==> config.mk <==
export PLATFORM = sky130hd
export DESIGN_NAME = cfg_write_port
export DESIGN_NICKNAME = d
export VERILOG_FILES = /design/src/rtl/cfg_write_pkg.sv /design/src/rtl/cfg_sync.sv /design/src/rtl/cfg_frame_rx.sv /design/src/rtl/cfg_reg_bank.sv /design/src/rtl/cfg_write_port.sv
export SDC_FILE = /design/constraint.sdc
export NUM_CORES = 1
export LEC_CHECK = 0
export BUFFER_PORTS_ARGS = -buffer_cell sky130_fd_sc_hd__buf_2
export CAP_MARGIN = 20
export CORE_AREA = 2 2 93 95
export CTS_BUF_LIST = sky130_fd_sc_hd__clkbuf_16
export CTS_CLUSTER_DIAMETER = 80
export CTS_CLUSTER_SIZE = 12
export DETAILED_ROUTE_END_ITERATION = 7
export DIE_AREA = 0 0 95 97
export SKIP_CTS_REPAIR_TIMING = 1
export SLEW_MARGIN = 20
export SYNTH_ARGS = -nofsm -noshare
export SYNTH_HDL_FRONTEND = slang
export SYNTH_SLANG_ARGS = --single-unit
==> constraint.sdc <==
create_clock -name clk -period 4.05 [get_ports clk]
set_clock_uncertainty 0.05 [all_clocks]
set_input_delay 0.2025 -clock clk [delete_from_list [all_inputs] [get_ports clk]]
set_output_delay 0.2025 -clock clk [all_outputs]
set_load 0.005 [all_outputs]
==> src/rtl/cfg_write_pkg.sv <==
package cfg_write_pkg;
  localparam int unsigned OP_W     = 3;
  localparam int unsigned ADDR_W   = 5;
  localparam int unsigned DATA_W   = 8;
  localparam int unsigned FRAME_W  = OP_W + ADDR_W + DATA_W;

  typedef struct packed {
    logic [DATA_W-1:0] data;
    logic [ADDR_W-1:0] addr;
    logic [OP_W-1:0]   op;
  } frame_t;
endpackage

==> src/rtl/cfg_sync.sv <==
module cfg_sync #(
  parameter int unsigned WIDTH     = 1,
  parameter int unsigned STAGES    = 2,
  parameter logic [WIDTH-1:0] RST_VAL = '0
) (
  input  logic             clk,
  input  logic             rst_n,
  input  logic [WIDTH-1:0] d_i,
  output logic [WIDTH-1:0] q_o
);
  logic [WIDTH-1:0] stage_q [STAGES];

  for (genvar s = 0; s < STAGES; s++) begin : g_stage
    always_ff @(posedge clk or negedge rst_n) begin
      if (!rst_n) begin
        stage_q[s] <= RST_VAL;
      end else begin
        if (s == 0) stage_q[s] <= d_i;
        else        stage_q[s] <= stage_q[(s == 0) ? 0 : s-1];
      end
    end
  end

  assign q_o = stage_q[STAGES-1];
endmodule

==> src/rtl/cfg_frame_rx.sv <==
module cfg_frame_rx
  import cfg_write_pkg::*;
#(
  parameter int unsigned NUM_REGS = 5
) (
  input  logic              clk,
  input  logic              rst_n,
  input  logic              sel_s,
  input  logic              sclk_s,
  input  logic              sdi_s,
  output logic              wr_en_o,
  output logic [ADDR_W-1:0] wr_addr_o,
  output logic [DATA_W-1:0] wr_data_o
);
  localparam int unsigned CNT_W   = $clog2(FRAME_W + 2);
  localparam logic [CNT_W-1:0] CNT_FULL = CNT_W'(FRAME_W);
  localparam logic [CNT_W-1:0] CNT_MAX  = CNT_W'(FRAME_W + 1);

  logic               sel_q, sclk_q;
  logic [CNT_W-1:0]   cnt_q, cnt_d;
  logic [FRAME_W-1:0] sh_q, sh_d;
  logic               wr_en_d;
  frame_t             frm;

  logic sclk_rise, sel_rise;
  assign sclk_rise = sclk_s & ~sclk_q;
  assign sel_rise  = sel_s & ~sel_q;
  assign frm       = frame_t'(sh_q);

  always_comb begin
    cnt_d = cnt_q;
    sh_d  = sh_q;
    if (sel_s) begin
      cnt_d = '0;
      sh_d  = '0;
    end else if (sclk_rise) begin
      sh_d = {sdi_s, sh_q[FRAME_W-1:1]};
      if (cnt_q != CNT_MAX) cnt_d = cnt_q + 1'b1;
    end
  end

  always_comb begin
    wr_en_d = sel_rise && (cnt_q == CNT_FULL) && frm.op[OP_W-1]
              && (frm.addr < ADDR_W'(NUM_REGS));
  end

  always_ff @(posedge clk or negedge rst_n) begin
    if (!rst_n) begin
      sel_q     <= 1'b1;
      sclk_q    <= 1'b0;
      cnt_q     <= '0;
      sh_q      <= '0;
      wr_en_o   <= 1'b0;
      wr_addr_o <= '0;
      wr_data_o <= '0;
    end else begin
      sel_q   <= sel_s;
      sclk_q  <= sclk_s;
      cnt_q   <= cnt_d;
      sh_q    <= sh_d;
      wr_en_o <= wr_en_d;
      if (wr_en_d) begin
        wr_addr_o <= frm.addr;
        wr_data_o <= frm.data;
      end
    end
  end


  cnt_clear_chk: assert property (@(posedge clk) disable iff (!rst_n)
    sel_s |=> (cnt_q == '0));


  cnt_sat_chk: assert property (@(posedge clk) disable iff (!rst_n)
    cnt_q <= CNT_MAX);


  single_commit_chk: assert property (@(posedge clk) disable iff (!rst_n)
    wr_en_o |=> !wr_en_o);
endmodule

==> src/rtl/cfg_reg_bank.sv <==
module cfg_reg_bank
  import cfg_write_pkg::*;
#(
  parameter int unsigned NUM_REGS = 5
) (
  input  logic                       clk,
  input  logic                       rst_n,
  input  logic                       wr_en_i,
  input  logic [ADDR_W-1:0]          wr_addr_i,
  input  logic [DATA_W-1:0]          wr_data_i,
  output logic [NUM_REGS*DATA_W-1:0] regs_o
);
  for (genvar k = 0; k < NUM_REGS; k++) begin : g_reg
    logic              ld;
    logic [DATA_W-1:0] val_q;
    assign ld = wr_en_i && (wr_addr_i == ADDR_W'(k));
    always_ff @(posedge clk or negedge rst_n) begin
      if (!rst_n)  val_q <= '0;
      else if (ld) val_q <= wr_data_i;
    end
    assign regs_o[k*DATA_W +: DATA_W] = val_q;
  end


  addr_window_chk: assert property (@(posedge clk) disable iff (!rst_n)
    wr_en_i |-> (wr_addr_i < ADDR_W'(NUM_REGS)));


  bank_hold_chk: assert property (@(posedge clk) disable iff (!rst_n)
    !wr_en_i |=> $stable(regs_o));
endmodule

==> src/rtl/cfg_write_port.sv <==
module cfg_write_port
  import cfg_write_pkg::*;
#(
  parameter int unsigned NUM_REGS    = 5,
  parameter int unsigned SYNC_STAGES = 2
) (
  input  logic                       clk,
  input  logic                       rst_n,
  input  logic                       sel_n,
  input  logic                       sclk,
  input  logic                       sdi,
  output logic [NUM_REGS*DATA_W-1:0] regs_o
);
  logic [1:0]        rst_pipe_q;
  logic              rst_n_int;
  logic [2:0]        line_s;
  logic              wr_en;
  logic [ADDR_W-1:0] wr_addr;
  logic [DATA_W-1:0] wr_data;

  always_ff @(posedge clk or negedge rst_n) begin
    if (!rst_n) rst_pipe_q <= '0;
    else        rst_pipe_q <= {rst_pipe_q[0], 1'b1};
  end
  assign rst_n_int = rst_pipe_q[1];

  cfg_sync #(.WIDTH(3), .STAGES(SYNC_STAGES), .RST_VAL(3'b100)) u_sync (
    .clk   (clk),
    .rst_n (rst_n_int),
    .d_i   ({sel_n, sclk, sdi}),
    .q_o   (line_s)
  );

  cfg_frame_rx #(.NUM_REGS(NUM_REGS)) u_rx (
    .clk       (clk),
    .rst_n     (rst_n_int),
    .sel_s     (line_s[2]),
    .sclk_s    (line_s[1]),
    .sdi_s     (line_s[0]),
    .wr_en_o   (wr_en),
    .wr_addr_o (wr_addr),
    .wr_data_o (wr_data)
  );

  cfg_reg_bank #(.NUM_REGS(NUM_REGS)) u_bank (
    .clk       (clk),
    .rst_n     (rst_n_int),
    .wr_en_i   (wr_en),
    .wr_addr_i (wr_addr),
    .wr_data_i (wr_data),
    .regs_o    (regs_o)
  );
endmodule

# ---- Word-level counts from Yosys, hierarchy flattened
# Index checks and enable logic that the tools add are counted.
dict set report totals {
  reg_bits 85
  in_bits 5
  output_inout_bits 40
  wordCells 44
}
dict set report op_classes {
  n_addsub 1
  magnitude_cmp 1
  eq_ne 6
  mux 5
  n_bitwise 4
  n_reduce_logical 12
}
# op count
set ops {}
lappend ops {{$mux W16} 2}
lappend ops {{$mux W5} 3}
lappend ops {{$eq A5 B2 Y1 const B} 2}
lappend ops {{$logic_and A1 B1 Y1} 8}
lappend ops {{$add A5 B1 Y5 const B} 1}
lappend ops {{$eq A5 B1 Y1 const B} 1}
lappend ops {{$eq A5 B3 Y1 const B} 1}
lappend ops {{$eq A5 B5 Y1 const B} 1}
lappend ops {{$logic_not A5 Y1} 1}
lappend ops {{$lt A5 B3 Y1 const B} 1}
lappend ops {{$ne A5 B5 Y1 const B} 1}
lappend ops {{$reduce_bool A2 Y1} 2}
lappend ops {{$and A1 B1 Y1} 2}
lappend ops {{$not A1 Y1} 2}
lappend ops {{$reduce_and A2 Y1} 1}

# ---- Longest topological paths before layout
dict set report depth {
  depth_word 5
  depth_mapped 6
  mapped_depth_nobuf 5
}

# ---- Cells and area by module
# From an unflattened synthesis, not the netlist that was laid out.
dict set report unflattened {
  cells_unflattened 230
  hier_area_um2 3238.1
}
# mod n_inst cells_each area_per_inst_um2 seq_area_each_um2
set by_module_without_submodules {}
lappend by_module_without_submodules {cfg_reg_bank 1 89 1539.0 1001.0}
lappend by_module_without_submodules {cfg_frame_rx 1 129 1470.2 877.1}
lappend by_module_without_submodules {cfg_sync 1 9 175.2 152.6}
lappend by_module_without_submodules {cfg_write_port 1 3 53.8 50.0}

# ---- Least setup slack after synthesis
# No wires, ideal clock.
dict set report synth_path {
  kind {register -> register}
  startpoint {register u_rx.cnt_q[0]}
  endpoint {register u_rx.wr_addr_o[0]}
  setup_time_ns 0.125
  t_arrival_ns 1.451
  required_ns 3.875
  setup_slack_ns 2.424
  path_stages_with_launch 7
  n_path_buf 1
  synth_period_minus_slack_ns 1.626
  cell_sequence {dfrtp_1 -> inv_1 -> ha_1 -> and4b_1 -> nand4_2 -> buf_2 -> mux2_2}
}
dict set report synth_via {
  elab_chain_cells 4
}
# item line_no
set synth_lines {}
lappend synth_lines {{start: declaration} cfg_frame_rx.sv:20} ;# logic [CNT_W-1:0] cnt_q, cnt_d;
lappend synth_lines {{start signal: assignment} cfg_frame_rx.sv:59} ;# cnt_q <= cnt_d;
lappend synth_lines {{$eq A5 B5 Y1} cfg_frame_rx.sv:43} ;# wr_en_d = sel_rise && (cnt_q == CNT_FULL) && frm.op[OP_W-1]
lappend synth_lines {{$logic_and A1 B1 Y1 (2 in series)} cfg_frame_rx.sv:43}
lappend synth_lines {{$logic_and A1 B1 Y1} cfg_frame_rx.sv:44} ;# && (frm.addr < ADDR_W'(NUM_REGS));
lappend synth_lines {{end signal: assignment} cfg_frame_rx.sv:63} ;# wr_addr_o <= frm.addr;
lappend synth_lines {{end: declaration} cfg_frame_rx.sv:12} ;# output logic [ADDR_W-1:0] wr_addr_o,
# No other way between the ends.
# A chain may end at the register's enable or synchronous reset.

# ---- Worst setup path after layout
dict set report layout_path {
  startpoint {register u_sync.stage_q (netlist bit u_sync.q_o[2])}
  endpoint {register u_rx.wr_data_o[2]}
}
dict set report layout_via {
  elab_chain_cells 4
}
# item line_no
set layout_lines {}
lappend layout_lines {{start: declaration} cfg_sync.sv:11} ;# logic [WIDTH-1:0] stage_q [STAGES];
lappend layout_lines {{start signal: indexed assignment} cfg_sync.sv:18} ;# if (s == 0) stage_q[s] <= d_i;
lappend layout_lines {{start signal: indexed assignment} cfg_sync.sv:19} ;# else stage_q[s] <= stage_q[(s == 0) ? 0 : s-1];
lappend layout_lines {{$and A1 B1 Y1} cfg_frame_rx.sv:27} ;# assign sel_rise = sel_s & ~sel_q;
lappend layout_lines {{$logic_and A1 B1 Y1 (2 in series)} cfg_frame_rx.sv:43}
lappend layout_lines {{$logic_and A1 B1 Y1} cfg_frame_rx.sv:44}
lappend layout_lines {{end signal: assignment} cfg_frame_rx.sv:64} ;# wr_data_o <= frm.data;
lappend layout_lines {{end: declaration} cfg_frame_rx.sv:13} ;# output logic [DATA_W-1:0] wr_data_o
# No other way between the ends.

==> run metrics <==
CP Buf/Inv Count 0; critical path class flip-flop to flip-flop; Core Rows 33; Largest delay share family, worst path flip-flops; Fmax 505 MHz; Nets 289; Total Routing Usage GR 13.3%; RSZ-0062 raised after global routing no; number of flops mapped to enable cells by yosys 0; fin. max-slew vios 0; H-Tree Depth 3; Synth Instances 228; final hold vios 0; first-pass GRT wire length 9400 microns; # DRC 0; area grow syn2layout 21.9%; Clock Sinks 83; CP Launch Type flip-flop; cell breakdown of the critical path and4b_1 -> nand4_2 -> mux2_2; CP max stage cell dfstp_2; Worst-path clk slew 0.05 ns; Worst EP arrival 2.13 ns; CP Capture Type flip-flop; layout cells sized above 1 42.0%; routed len/inst 14.3 microns; FILL cells 726; Clock Latency Late Sink 0.32 ns; Hold WC Path Type primary input to asynchronous set/reset pin; Die Span X 95 microns; peak supply drop 310 uV; Post-Syn Area per Cell 13.9 sq um; Tcrit/Tclk final 48.9%; grt ovf 0; 1st-iter DRT viols 58; vias in the first global route 1908; final antenna-violating net count 0; Starting Density 39.1%; Top Ports 45; HPWL after detailed placement 3720 microns; die height 97 microns; Max-slew headroom 51.8%; Yosys warnings 0; leakage 0.00201 uW; most frequent cell after synthesis dfrtp_1; critical path peak fanout 21; initial antenna violation count 0; First-pass DRT Iterations 4; wirelength, routed 5600 microns; Synthesized Nets 236; Synth top cells by count dfrtp_1, mux2_2, nand2_1; ANT cells 0; Max-Cap Viols 0; input/output buffers 44; number of vias in the routed layout 1921; clk root buf clkbuf_16; Synth top area share 63.0%; Final Setup Violations 0; status complete, no violations; ranking of synthesized cells by area dfrtp_1, mux2_2, nand2_1; Via density 4.91; ys flop type dfrtp_1; Synth cell types 32; #FFs+latches synth 83; pwr dens 440 nW/um^2; Std-Cell Core Area 8130 sq um; synthesized area 3180 sq um; maximum number of pins on one net before global-route repair 82; CTS Buffer Depth 2; CP max stage delay 0.76 ns; sequential share of the synthesized area 65.4%; Synth area leader dfrtp_1; routability cong. 0.749; TritonCTS buffer count 9; Die ar. 9220 sq um; hold slack 0.133 ns; CP Data Required Time 4.20 ns; Least-Margin Pin Slew 0.720 ns; FFs w/ async S/R, synth 100%; TritonCTS clock tree yes; Sum Neg Setup Slack 0 ns; shortest period the worst path allows 1.98 ns
-- registers in the layout (all words and copies together), names as in the netlist --
signal	count
u_bank.g.val_q	40
u_rx.frm	14
u_rx.wr_data_o	8
u_rx.cnt_q	5
u_rx.wr_addr_o	5
u_sync.q_o	3
u_sync.stage_q	3
rst_pipe_q	2
u_rx.sclk_q	1
u_rx.sel_q	1
u_rx.wr_en_o	1
-- metrics by stage --
stage               setup WS, ns  utilization (%)  area [sq um]  instances  power (uW)
finish                      2.07             47.6          3870        391        1700
global route                1.94             47.6          3870        391        1770
CTS                         2.05             46.9          3810        386        1720
detailed placement          2.07             43.1          3500        370         888
global placement            2.10             43.1          3500        370         887
floorplan                   1.52                -          3180        228         878
-- final cells by class --
class                           instances  area, sq um  area share [%]
Multi-Input combinational cell        134         1050            27.2
Sequential cell                        83         2080            53.8
Tap cell                              105          131            3.39
Clock inverter                          7         85.1            2.20
Inverter                                4         15.0           0.387
Timing Repair Buffer                   49          280            7.23
Clock buffer                            9          225            5.81
-- worst register-to-register path, cell delays in order (launching register included) --
cell     delay (ns)
dfstp_2        0.76
and4b_1        0.28
nand4_2        0.36
mux2_2         0.41
-- final timing paths --
| kind | start | end | slack (ns) | cells past startpoint |
|---|---|---|---|---|
| max in group asynchronous | rst_pipe_q[1]$_DFF_PN0_ | u_bank.g_reg[3].val_q[1]$_DFFE_PN0P_ | 3.07 | 1 |
| setup reg to reg | u_sync.q_o[2]$_DFF_PN1_ | u_rx.wr_data_o[2]$_DFFE_PN0P_ | 2.07 | 3 |
| hold / removal | rst_n | rst_pipe_q[1]$_DFF_PN0_ | 0.13 | 2 |
| hold reg to reg | rst_pipe_q[1]$_DFF_PN0_ | u_rx.frm[3]$_DFFE_PN0P_ | 0.27 | 0 |
| setup / recovery | u_sync.q_o[2]$_DFF_PN1_ | u_rx.wr_data_o[2]$_DFFE_PN0P_ | 2.07 | 3 |
| min in group clk | u_sync.stage_q[3]$_DFF_PN0_ | u_sync.q_o[0]$_DFF_PN0_ | 0.30 | 0 |
-- metal layers --
| layer | track usage [%] | routed length [microns] |
|---|---|---|
| met1 | 17.7 | 2610 |
| met2 | 19.9 | 2640 |
| met3 | 4.21 | 266 |
| met4 | 6.02 | 82 |
| met5 | 0 | 0 |
-- cells by family (layout without fill, tap and decap cells) --
| kind of cell | after synthesis | in the layout | share of synthesized area [%] |
|---|---|---|---|
| AOI/OAI and AO/OA | 25 | 25 | 4.21 |
| adders and majority gates | 3 | 3 | 1.18 |
| buffers and inverters | 11 | 69 | 1.50 |
| DFF | 83 | 83 | 65.4 |
| muxes | 51 | 51 | 18.1 |
| other | 1 | 1 | 0.118 |
| and+or+nand+nor | 54 | 54 | 9.48 |
-- power breakdown --
group	switching (uW)	internal, uW
sequential	14.0	838
combinational	16.1	9.09
clock	295	533
-- cell usage in the layout, fill, tap and decap left out, types with 4 or more instances in the layout --
cell	n
dlygate4sd3_1	4
buf_2	44
clkbuf_16	9
nand2_1	30
mux2_2	51
dfrtp_1	79
inv_1	6
a21oi_1	19
o21ai_0	4
No activity file was read; power rests on OpenSTA's default activity.
